`config.mk`:
```
export PLATFORM = sky130hd
export DESIGN_NAME = nop_fetch_busgen
export DESIGN_NICKNAME = d
export VERILOG_FILES = /design/src/rtl/nfb_pkg.sv /design/src/rtl/nfb_phase_seq.sv /design/src/rtl/nfb_counters.sv /design/src/rtl/nfb_vec_reg.sv /design/src/rtl/nfb_addr_mux.sv /design/src/rtl/nop_fetch_busgen.sv
export SDC_FILE = /design/constraint.sdc
export NUM_CORES = 1
export LEC_CHECK = 0
export BUFFER_PORTS_ARGS = -buffer_cell sky130_fd_sc_hd__buf_2
export CORE_ASPECT_RATIO = 1.4
export CORE_MARGIN = 10
export CORE_UTILIZATION = 59
export DETAILED_ROUTE_END_ITERATION = 7
export PLACE_DENSITY = 0.84
export SETUP_SLACK_MARGIN = 0.02
export SKIP_CTS_REPAIR_TIMING = 1
export SLEW_MARGIN = 20
export SYNTH_ARGS = -nofsm -noshare
export SYNTH_HDL_FRONTEND = slang
export SYNTH_HIERARCHICAL = 1
export SYNTH_SLANG_ARGS = --single-unit
```
`constraint.sdc`:
```
create_clock -name clk -period 4.3 [get_ports clk]
set_input_delay 0.86 -clock clk [delete_from_list [all_inputs] [get_ports clk]]
set_output_delay 0.86 -clock clk [all_outputs]
set_load 0.005 [all_outputs]
```
`src/rtl/nfb_pkg.sv`:
```
package nfb_pkg;
    typedef enum logic {
        PH_REFRESH = 1'b0,
        PH_FETCH   = 1'b1
    } nfb_phase_e;
endpackage

```
`src/rtl/nfb_phase_seq.sv`:
```
module nfb_phase_seq #(
    parameter int FETCH_TICKS = 2,
    parameter int RFSH_TICKS  = 2
) (
    input  logic              clk,
    input  logic              rst,
    output nfb_pkg::nfb_phase_e phase,
    output logic              cyc_end
);
    localparam int CYC = FETCH_TICKS + RFSH_TICKS;
    localparam int CW  = (CYC > 2) ? $clog2(CYC) : 1;

    typedef struct packed {
        logic [CW-1:0] tick;
    } seq_t;

    seq_t s_d, s_q;

    always_comb begin
        s_d = s_q;
        if (rst)
            s_d.tick = '0;
        else if (s_q.tick == CW'(CYC - 1))
            s_d.tick = '0;
        else
            s_d.tick = s_q.tick + 1'b1;
    end

    always_ff @(posedge clk) begin
        s_q <= s_d;
    end

    assign phase   = (s_q.tick < CW'(FETCH_TICKS)) ? nfb_pkg::PH_FETCH : nfb_pkg::PH_REFRESH;
    assign cyc_end = (s_q.tick == CW'(CYC - 1));
endmodule

```
`src/rtl/nfb_counters.sv`:
```
module nfb_counters #(
    parameter int PC_W = 16,
    parameter int RC_W = 7
) (
    input  logic            clk,
    input  logic            rst,
    input  logic            adv,
    output logic [PC_W-1:0] pc,
    output logic [RC_W-1:0] rc
);
    typedef struct packed {
        logic [PC_W-1:0] pc;
        logic [RC_W-1:0] rc;
    } cnt_t;

    cnt_t c_d, c_q;

    always_comb begin
        c_d = c_q;
        if (rst) begin
            c_d.pc = '0;
            c_d.rc = '0;
        end else if (adv) begin
            c_d.pc = c_q.pc + 1'b1;
            c_d.rc = c_q.rc + 1'b1;
        end
    end

    always_ff @(posedge clk) begin
        c_q <= c_d;
    end

    assign pc = c_q.pc;
    assign rc = c_q.rc;
endmodule

```
`src/rtl/nfb_vec_reg.sv`:
```
module nfb_vec_reg #(
    parameter int VEC_W = 8
) (
    input  logic             clk,
    input  logic             rst,
    input  logic             we,
    input  logic [VEC_W-1:0] wdata,
    output logic [VEC_W-1:0] vec
);
    logic [VEC_W-1:0] vec_d, vec_q;

    always_comb begin
        vec_d = vec_q;
        if (rst)
            vec_d = '0;
        else if (we)
            vec_d = wdata;
    end

    always_ff @(posedge clk) begin
        vec_q <= vec_d;
    end

    assign vec = vec_q;
endmodule

```
`src/rtl/nfb_addr_mux.sv`:
```
module nfb_addr_mux #(
    parameter int ADDR_W = 16,
    parameter int RC_W   = 7,
    parameter int VEC_W  = 8
) (
    input  nfb_pkg::nfb_phase_e phase,
    input  logic [ADDR_W-1:0]   pc,
    input  logic [RC_W-1:0]     rc,
    input  logic [VEC_W-1:0]    vec,
    output logic [ADDR_W-1:0]   addr,
    output logic                rd_n,
    output logic                rfsh_n
);
    localparam int GAP_W = ADDR_W - RC_W - VEC_W;

    logic [ADDR_W-1:0] rf_addr;

    generate
        if (GAP_W > 0) begin : g_gap
            assign rf_addr = {vec, {GAP_W{1'b0}}, rc};
        end else begin : g_nogap
            assign rf_addr = {vec, rc};
        end
    endgenerate

    always_comb begin
        if (phase == nfb_pkg::PH_FETCH) begin
            addr   = pc;
            rd_n   = 1'b0;
            rfsh_n = 1'b1;
        end else begin
            addr   = rf_addr;
            rd_n   = 1'b1;
            rfsh_n = 1'b0;
        end
    end
endmodule

```
`src/rtl/nop_fetch_busgen.sv`:
```
module nop_fetch_busgen #(
    parameter int ADDR_W      = 16,
    parameter int RC_W        = 7,
    parameter int VEC_W       = 8,
    parameter int FETCH_TICKS = 2,
    parameter int RFSH_TICKS  = 2
) (
    input  logic              clk,
    input  logic              rst,
    input  logic              vec_we,
    input  logic [VEC_W-1:0]  vec_wdata,
    output logic [ADDR_W-1:0] addr,
    output logic              rd_n,
    output logic              rfsh_n,
    output logic              fetch_phase
);
    nfb_pkg::nfb_phase_e phase;
    logic                cyc_end;
    logic [ADDR_W-1:0]   pc_cur;
    logic [RC_W-1:0]     rc_cur;
    logic [VEC_W-1:0]    vec_cur;

    nfb_phase_seq #(.FETCH_TICKS(FETCH_TICKS), .RFSH_TICKS(RFSH_TICKS)) u_seq (
        .clk(clk), .rst(rst), .phase(phase), .cyc_end(cyc_end)
    );

    nfb_counters #(.PC_W(ADDR_W), .RC_W(RC_W)) u_cnt (
        .clk(clk), .rst(rst), .adv(cyc_end), .pc(pc_cur), .rc(rc_cur)
    );

    nfb_vec_reg #(.VEC_W(VEC_W)) u_vec (
        .clk(clk), .rst(rst), .we(vec_we), .wdata(vec_wdata), .vec(vec_cur)
    );

    nfb_addr_mux #(.ADDR_W(ADDR_W), .RC_W(RC_W), .VEC_W(VEC_W)) u_mux (
        .phase(phase), .pc(pc_cur), .rc(rc_cur), .vec(vec_cur),
        .addr(addr), .rd_n(rd_n), .rfsh_n(rfsh_n)
    );

    assign fetch_phase = (phase == nfb_pkg::PH_FETCH);
endmodule

```
# Yosys cells after proc, flatten, opt, wreduce, memory -nomap -nowiden
# Index checks and enable logic that the tools add are counted.
[word_totals]
reg_bits = 33
output_inout_bits = 19
[op_classes]
n_reduce_logical = 1
add_sub_neg = 3
eq_ne = 1
muxes = 4
magnitude_cmp = 1
[op_table]
columns = ["operator", "n"]
rows = [
  ["adder 16 x 1 -> 16 bit, second input constant", 1],
  ["two-way mux 16 bit", 1],
  ["adder 7 x 1 -> 7 bit, second input constant", 1],
  ["two-way mux 1 bit", 3],
  ["adder 2 x 1 -> 2 bit, second input constant", 1],
  ["== test 2 bit, second input constant", 1],
  ["< comparator 2 bit, second input constant", 1],
  ["OR reduction 2 bit", 1],
]

# Depth between registers and ports, before layout
# Gate-level depths: netlist of run 1.
[logic_depth]
depth_word = 3
depth_mapped = 5

# By module
# Netlist of run 1, hierarchy kept.
[modules_own_cells]
columns = ["module", "n_inst", "area_each_um2", "seq_area_each_um2", "cells_each"]
rows = [
  ["nfb_counters", 1, 1087.3, 460.4, 116],
  ["nfb_vec_reg", 1, 285.3, 160.2, 26],
  ["nfb_addr_mux", 1, 249.0, 0.0, 20],
  ["nfb_phase_seq", 1, 78.8, 40.0, 6],
]

# Worst setup path after synthesis of run 1
# No wires, ideal clock.
[synth_timing]
kind = "reg2out"
from = "register u_seq/s_q[1] in the netlist's numbering"
to = "output addr[10]"
stages_incl_launch_ff = 5
arrival_time_ps = 963
slack_ps = 2477
cell_sequence = "dfxtp_1 inv_1 buf_6 buf_12 mux2_4"
[synth_via]
elab_chain_cells = 3
[synth_lines]
columns = ["element", "line_no", "rtl"]
rows = [
  ["start: declaration", "nfb_phase_seq.sv:17", "seq_t s_d, s_q;"],
  ["start signal: assignment", "nfb_phase_seq.sv:30", "s_q <= s_d;"],
  ["< comparator 2 bit", "nfb_phase_seq.sv:33", "assign phase = (s_q.tick < CW'(FETCH_TICKS)) ? nfb_pkg::PH_FETCH : nfb_pkg::PH_REFRESH;"],
  ["two-way mux 1 bit", "nfb_phase_seq.sv:33", ""],
  ["net fetch_phase", "nop_fetch_busgen.sv:15", "output logic fetch_phase"],
  ["two-way mux 16 bit", "nfb_addr_mux.sv:27", "if (phase == nfb_pkg::PH_FETCH) begin"],
  ["end: declaration", "nop_fetch_busgen.sv:12", "output logic [ADDR_W-1:0] addr,"],
]
# The timed path passes the listed nets, and every way through them passes these cells.

# Final worst setup path of run 1
[layout_timing]
from = "register u_seq/s_q[1] in the netlist's numbering"
to = "output addr[3]"
[layout_via]
elab_chain_cells = 3
[layout_lines]
columns = ["element", "line_no"]
rows = [
  ["< comparator 2 bit", "nfb_phase_seq.sv:33"],
  ["two-way mux 1 bit", "nfb_phase_seq.sv:33"],
  ["two-way mux 16 bit", "nfb_addr_mux.sv:27"],
]
# Every way passes these cells.

==> results of run 1 <==
cells by family after synthesis:
logic type                 synth area share (%)
and+or+nand+nor                            22.7
DFF                                        38.9
muxes                                      20.9
AOI/OAI and AO/OA                          5.30
buffers and inverters                      5.89
xor gates and xnor gates                   4.12
adders and majority gates                  2.21
final cells by class:
type / count / area, um2
clock inverter: 1 / 7.51
fill: 245 / 930
timing repair buffer: 29 / 145
inverter: 4 / 15.0
sequential: 33 / 661
clock buffer: 7 / 76.3
tap: 37 / 46.3
multi-input combinational: 121 / 940
cells in the mapped netlist:
cell type,count
buf_12,1
nor4_4,2
and2_2,1
xor2_1,6
mux2i_1,10
or4_1,4
a21oi_1,8
nor2b_1,5
nand3_1,5
nand4_1,6
inv_1,4
nor4_1,3
buf_6,3
buf_1,2
clkbuf_1,1
nand4_4,1
nand4_2,1
nor3b_2,1
mux2_4,8
buf_2,1
mux2_1,4
nand2_1,7
dfxtp_1,33
buf_4,2
nor3_2,1
ha_1,3
o31ai_1,4
or3_1,4
nor2_1,23
mux2_2,8
xnor2_1,2
o21ai_0,4
registers in the layout, summed over array words and instances, names as in the netlist:
register / cells
u_vec/vec: 8
u_seq/s_q: 2
u_cnt/rc: 7
u_cnt/pc: 16
cells in the final DEF, fill, tap and decap left out, drive strengths merged:
cell type  synthesis  final
a21oi              8      8
and2               1      1
buf                9     29
clkbuf             1      7
clkinvlp           0      1
dfxtp             33     33
ha                 3      3
inv                4      4
mux2              20     20
mux2i             10     10
nand2              7      7
nand3              5      5
nand4              8      8
nor2              23     23
nor2b              5      5
nor3               1      1
nor3b              1      1
nor4               5      5
o21ai              4      4
o31ai              4      4
or3                4      4
or4                4      4
xnor2              2      2
xor2               6      6
power groups by stage:
stage	logic, W	registers [W]	clock network (W)
5_1_grt	0.0000709	0.000322	0.000241
6_report	0.0000636	0.000321	0.000222
4_1_cts	0.0000649	0.000321	0.000227
3_5_place_dp	0.0000645	0.000328	0
2_1_floorplan	0.0000573	0.000326	0
3_3_place_gp	0.0000610	0.000327	0
critical path: stages (launching register included):
cell and delay [ns]:
dfxtp_1 0.32, inv_1 0.59, mux2_2 0.42, buf_2 0.13
metal layers:
layer	part of all wire [%]	vias up	global-route usage, %
met4	1.5	0	5.86
met3	5.5	7	5.38
met2	53	27	24.0
li1	-	644	-
met1	40	636	13.4
met5	0	-	0
how the worst min path moves through the flow:
stage,from,slack (ns),endpoint
4_1_cts,u_seq/s_q[0],0.46,u_seq/s_q[0]
3_3_place_gp,u_seq/s_q[0],0.43,u_seq/s_q[0]
3_5_place_dp,u_seq/s_q[0],0.45,u_seq/s_q[0]
2_1_floorplan,u_seq/s_q[0],0.41,u_seq/s_q[0]
6_report,u_seq/s_q[0],0.47,u_seq/s_q[0]
5_1_grt,u_seq/s_q[0],0.49,u_seq/s_q[0]
stage by stage:
| stage | setup WS [ns] | util (%) | cell area (um2) |
|---|---|---|---|
| after floorplan | 2.48 | - | 1700 |
| after global placement | 2.07 | 64.1 | 1810 |
| after detailed placement | 2.00 | 64.1 | 1810 |
| after CTS | 1.68 | 67.0 | 1890 |
| after global routing | 1.61 | 67.0 | 1890 |
| final | 1.69 | 67.0 | 1890 |
==> metrics.txt, run 1 <==
outcome=finished, final reports clean; Post-DP HPWL=2.57 mm; FF-to-FF Start=u_seq/s_q[0]; Nets=208; Worst R2R Setup Slack=2.06 ns; crit path launch=u_seq/s_q[1]; number of vias per cell=5.66; Layout area overhead=11.2%; RSZ-0062 raised after global routing=false; final hold slack=0.473 ns; GPL Wtd Cong=0.757; Power per Cell Area=321 nW/um2; global-route wire length before repair=6.03 mm; routed vias=1,314; ANT nets after route=0; Setup TNS=0 ns; placed insts=224; GRT Overall Usage=13.6%; Core ar.=2820 um2; syn nets=182; CTS Sinks=33; clock latency on the worst-skew pair=0.28 ns; initial antenna violation count=0; register area share after synthesis=38.9%; critical path data arrival time=1.75 ns; syn avg cell area=10.1 um2; root buffer selected by CTS=clkbuf_8; antenna diode count=0; Fin. Hold Viols=0; critical path endpoint=addr[3]; LEAKAGE=0.853 nW; Max VDD drop=230 uV; first drt pass iteration count=4; Fmax=0.383 GHz; Starting Density=60.3%; IO Pins=30; final wirelength=3.56 mm; switching pwr=0.000147 W; Reg clk slew, reported paths=0.07 ns; share of layout cells above drive strength 1=29.7%; Critical Path Sink Type=primary output; Finished Layout Cells=232; Least-Margin Pin Slew=0.806 ns; grt total ovfl=0; total of max-cap violations=0; clock skew=0.00889 ns; Setup-failing EPs final=0; Clock Power Share=36.6%; Comb power frac=10.5%; synthesized area=1700 um2; Flop pwr share=53.0%; wire length per cell=15.3 um; CP Class=reg2out; worst reg2reg endpoint=u_cnt/pc[12]; Min Clock Period, post-route=2.61 ns; largest fanout on the critical path=19; Die Ht=83.5 um; post-synth top area share=38.9%; Yosys top cell by area=dfxtp_1; IO buf count=29; Net Sw Frac=24.3%; #FFs+latches synth=33; total power of the final layout=0.000607 W; vias in the first global route=1,333; count of pins over their slew limit=0; Syn Inst Count=168; row count=23; CTS tree=done; Tcrit/Tclk final=60.7%; htree depth=2; Slew HR=46.2%; Pint=0.000459 W; # DRC=0; CTS Buffer Depth=2; R2R cell count=4; Startpoint Class=flip-flop; largest net degree at the start of global routing=39; DIE AREA=5460 um2; synth top area cells=dfxtp_1, mux2_4, mux2i_1; Hold WC Path Type=reg2reg; Initial DRC Count=50; Synth Warn #=6; TritonCTS Buffers=5; CP required=3.44 ns; Worst Hold Depth=1; Die X=65.4 um; Synth cell types=32
(Power assumes the default switching activity.)
==> run 2, diff against run 1 <==
- CORE_UTILIZATION: 59 -> 49
- PLACE_DENSITY: 0.84 -> 0.74
- clock period: 4.3 -> 2.25 ns (I/O delays scaled with it)
==> metrics.txt, run 2 (synthesized netlist as in run 1, its figures left out) <==
largest net degree at the start of global routing=32; root buffer selected by CTS=clkbuf_8; Setup TNS=0 ns; crit-path max cell delay=0.35 ns; routed vias=1,329; first drt pass iteration count=4; max FFs per register=16; total power of the final layout=0.00113 W; Min Clock Period, post-route=1.80 ns; Fin. Hold Viols=0; ANT nets after route=0; crit path launch=u_seq/s_q[1]; Tcrit/Tclk final=80.1%; Slowest cell on crit path=mux2_2; clock skew=0.00504 ns; Clock Power Share=34.4%; row count=25; Fmax=0.555 GHz; Nets=212; largest fanout on the critical path=11; count of pins over their slew limit=0; CTS Buffer Depth=2; Setup-failing EPs final=0; switching pwr=0.000264 W; Least-Margin Pin Slew=0.541 ns; Core ar.=3350 um2; Startpoint Class=flip-flop; Starting Density=50.8%; total of max-cap violations=0; clock latency on the worst-skew pair=0.27 ns; Multi-input gate area=940 um2; Layout area overhead=12.6%; worst reg2reg endpoint=u_cnt/pc[12]; CP Class=reg2out; DIE AREA=6260 um2; Max VDD drop=507 uV; grt total ovfl=0; wire length per cell=15.0 um; Pint=0.000870 W; FF/Latch Area=661 um2; Slew HR=64.0%; TritonCTS Buffers=5; critical path endpoint=addr[1]; RSZ-0062 raised after global routing=false; Critical Path Sink Type=primary output; Die Ht=89.7 um; R2R cell count=4; CP required=1.80 ns; final wirelength=3.56 mm; GPL Wtd Cong=0.819; antenna diode count=0; Power per Cell Area=592 nW/um2; LEAKAGE=0.874 nW; CTS tree=done; GRT Overall Usage=11.6%; global-route wire length before repair=6.12 mm; most common cell after layout, fill and taps aside=dfxtp_1; # DRC=0; critical path data arrival time=1.35 ns; share of layout cells above drive strength 1=31.5%; IO Pins=30; Layout fillers=298; Flop pwr share=54.1%; Net Sw Frac=23.3%; number of vias per cell=5.61; FF-to-FF Start=u_cnt/pc[0]; htree depth=2; commonest cells after routing, fill and taps aside=dfxtp_1, buf_2, nor2_1; CP cell instances=inv_1 > buf_4 > mux2_2 > buf_2; Hold WC Path Type=in2reg; Post-DP HPWL=2.65 mm; Initial DRC Count=57; IO buf count=29; outcome=finished, final reports clean; Reg clk slew, reported paths=0.06 ns; initial antenna violation count=0; Die X=69.8 um; Comb power frac=11.5%; CTS Sinks=33; Worst R2R Setup Slack=0.48 ns; vias in the first global route=1,323
[run 2: how the worst min path moves through the flow]
stage / start / endpoint / slack [ns] / cells after the start
CTS: vec_wdata[4] / u_vec/vec[4] / 0.40 / 3
finish: vec_wdata[4] / u_vec/vec[4] / 0.42 / 3
detailed placement: u_seq/s_q[0] / u_seq/s_q[0] / 0.45 / 1
global route: vec_wdata[3] / u_vec/vec[3] / 0.42 / 3
floorplan: u_seq/s_q[0] / u_seq/s_q[0] / 0.41 / 1
global placement: u_seq/s_q[0] / u_seq/s_q[0] / 0.43 / 1
[run 2: layout make-up]
class	count	area share, %
clock buffer	5	3.59
clock inverter	1	0.261
inverter	4	0.784
sequential	33	34.5
tap	40	2.61
multi-input combinational	121	49.1
timing repair buffer	33	9.15
[run 2: worst max-delay path, delay by kind of cell, from the launching register on]
kind / cells / cell delay, ns
flops: 1 / 0.31
mux: 1 / 0.35
buf+inv: 3 / 0.42
[run 2: routing by layer]
layer | wire, um | vias up | track usage (%) | part of all wire [%]
met2 | 1750 | 42 | 19.2 | 49
met1 | 1520 | 620 | 12.5 | 43
met3 | 204 | 10 | 4.18 | 5.7
li1 | - | 657 | - | -
met4 | 80 | 0 | 5.78 | 2.2
met5 | 0 | - | 0 | 0
[run 2: power groups by stage]
stage | clock [W] | sequential, W | combinational (W)
final | 0.000390 | 0.000613 | 0.000131
after global routing | 0.000431 | 0.000615 | 0.000143
after CTS | 0.000408 | 0.000613 | 0.000133
after detailed placement | 0 | 0.000626 | 0.000131
after global placement | 0 | 0.000624 | 0.000127
after floorplan | 0 | 0.000623 | 0.000109
[run 2: through the flow]
| stage | cell area [um2] | setup slack [ns] | std cells | utilization [%] | hold WS (ns) |
|---|---|---|---|---|---|
| 6_report | 1910 | 0.447 | 237 | 57.2 | 0.415 |
| 4_1_cts | 1910 | 0.427 | 237 | 57.2 | 0.403 |
| 2_1_floorplan | 1700 | 0.622 | 168 | - | 0.412 |
| 5_1_grt | 1910 | 0.367 | 237 | 57.2 | 0.423 |
| 3_3_place_gp | 1840 | 0.641 | 231 | 55.0 | 0.428 |
| 3_5_place_dp | 1840 | 0.524 | 231 | 55.0 | 0.445 |
==> run 3, diff against run 2 <==
- ABC_AREA: unset -> 1
- CORE_UTILIZATION: 49 -> 55
- PLACE_DENSITY: 0.74 -> 0.78
- clock period: 2.25 -> 1.83 ns (I/O delays scaled with it)
==> metrics.txt, run 3 <==
CTS tree=done; Synth Warn #=6; Comb power frac=11.8%; CP cell instances=clkinvlp_4 > buf_12 > inv_8 > nand2_1 > nand2_1 > buf_2; # DRC=0; Max VDD drop=646 uV; clock latency on the worst-skew pair=0.29 ns; #FFs+latches synth=33; initial antenna violation count=0; Setup TNS=0 ns; IO Pins=30; Placed Area=1920 um2; Tcrit/Tclk final=90.5%; htree depth=2; total of max-cap violations=0; grt total ovfl=0; Slew HR=75.4%; number of vias per cell=4.82; GPL Wtd Cong=0.831; Post-synth EDFFs=0; Least-Margin Pin Slew=0.368 ns; Nets=317; Net Sw Frac=23.9%; Die X=68.0 um; critical path data arrival time=1.29 ns; routed vias=1,652; syn avg cell area=6.58 um2; Power per Cell Area=813 nW/um2; Startpoint Class=flip-flop; largest net degree at the start of global routing=22; Clock Power Share=42.6%; Async S/R FF share, synth=0%; share of layout cells above drive strength 1=20.4%; max FFs per register=16; Core ar.=3120 um2; row count=24; Syn Inst Count=270; antenna diode count=0; root buffer selected by CTS=clkbuf_8; Yosys top cell by area=dfxtp_1; TritonCTS Buffers=5; Final Cell Area=2050 um2; Critical Path Sink Type=primary output; most common cell in the synthesized netlist=nand2_1; Synth cell types=25; global-route wire length before repair=6.51 mm; Initial DRC Count=58; CTS Buffer Depth=2; first drt pass iteration count=4; Fin. Hold Viols=0; RSZ-0062 raised after global routing=false; Flop pwr share=45.7%; switching pwr=0.000399 W; Layout area overhead=15.5%; Fmax=0.604 GHz; clock skew=0.00571 ns; synthesized area=1780 um2; post-synth top area share=37.2%; Most common cell on crit path=nand2_1; synth top area cells=dfxtp_1, nand2_1, nor2_1; main flop type after synthesis=dfxtp_1; Hold WC Path Type=in2reg; Post-DP HPWL=2.93 mm; count of pins over their slew limit=0; commonest cells after routing, fill and taps aside=nand2_1, nor2_1, dfxtp_1; Slowest cell on crit path=dfxtp_1; Min Clock Period, post-route=1.66 ns; crit-path max cell delay=0.38 ns; syn nets=284; GRT Overall Usage=14.0%; CP Class=reg2out; top cells by count, synth=nand2_1, nor2_1, dfxtp_1; ANT nets after route=0; CTS Sinks=33; final wirelength=3.80 mm; Setup-failing EPs final=0; IO buf count=29; wire length per cell=11.1 um; most common cell after layout, fill and taps aside=nand2_1; CP required=1.46 ns; total power of the final layout=0.00167 W; LEAKAGE=1.02 nW; largest fanout on the critical path=16; vias in the first global route=1,584; Die Ht=87.3 um; Pint=0.00127 W; outcome=finished, final reports clean; Starting Density=56.9%; Reg clk slew, reported paths=0.07 ns; register area share after synthesis=37.2%; DIE AREA=5940 um2
-- run 3: changes by cell type in the layout (fill, tap and decap cells not counted), moves of 5 or more --
cell	previous run	this run
nand2_1	7	94
inv_1	4	29
nor2_1	23	48
mux2i_1	10	0
mux2_2	8	0
mux2_4	8	0
nand2_2	0	6
nand4_1	6	0
a21oi_1	8	13
nand3_1	5	10
nor2b_1	5	0
xor2_1	6	1
-- run 3: final cells by class --
class / count / area [um2]
Clock buffer: 7 / 86.3
Inverter: 32 / 131
Clock inverter: 1 / 30.0
Timing Repair Buffer: 35 / 203
Tap cell: 39 / 48.8
Multi-Input combinational cell: 196 / 892
Fill cell: 311 / 1070
Sequential cell: 33 / 661
-- run 3: worst paths after layout --
check	from	endpoint	slack (ns)	depth (start not counted)
setup reg to reg	u_seq/s_q[1]	u_cnt/pc[15]	0.27	8
setup / recovery	u_seq/s_q[1]	addr[15]	0.17	6
hold / removal	rst	u_cnt/pc[9]	0.32	2
hold reg to reg	u_seq/s_q[0]	u_seq/s_q[0]	0.43	1
-- run 3: critical path: cells and delay by family (launching register included) --
family / cells / cell delay [ns]
AND/OR/NAND/NOR: 2 / 0.12
buffers and inverters: 4 / 0.51
flip-flops: 1 / 0.38
-- run 3: routing by layer --
metal  part of all wire (%)  up-vias  global-route usage, %
met5                      0        -                      0
met4                    2.5        0                   7.34
met3                    6.6       10                   5.28
met2                     51       34                   24.9
met1                     40      723                   13.2
li1                       -      885                      -
-- run 3: power by group through the flow --
stage	Clock, W	Sequential (W)	Combinational, W
2_1_floorplan	0	0.000771	0.000149
3_3_place_gp	0	0.000774	0.000184
3_5_place_dp	0	0.000776	0.000190
4_1_cts	0.000723	0.000760	0.000191
5_1_grt	0.000765	0.000764	0.000222
6_report	0.000710	0.000761	0.000196
-- run 3: cell families after synthesis --
kind of cell | after synthesis | synth area share, %
AOI/OAI and AO/OA | 22 | 6.55
adders and majority gates | 3 | 2.11
and+or+nand+nor | 170 | 41.1
DFF | 33 | 37.2
buffers and inverters | 41 | 12.6
xor gates and xnor gates | 1 | 0.493
-- run 3: metrics by stage --
step                      std cells  hold slack [ns]  setup WS [ns]  utilization, %
after CTS                       341            0.322         0.0647            65.1
after floorplan                 270            0.397          0.583               -
final                           343            0.319          0.174            65.7
after detailed placement        333            0.419          0.350            61.4
after global routing            343            0.320         0.0747            65.7
after global placement          333            0.405          0.389            61.4
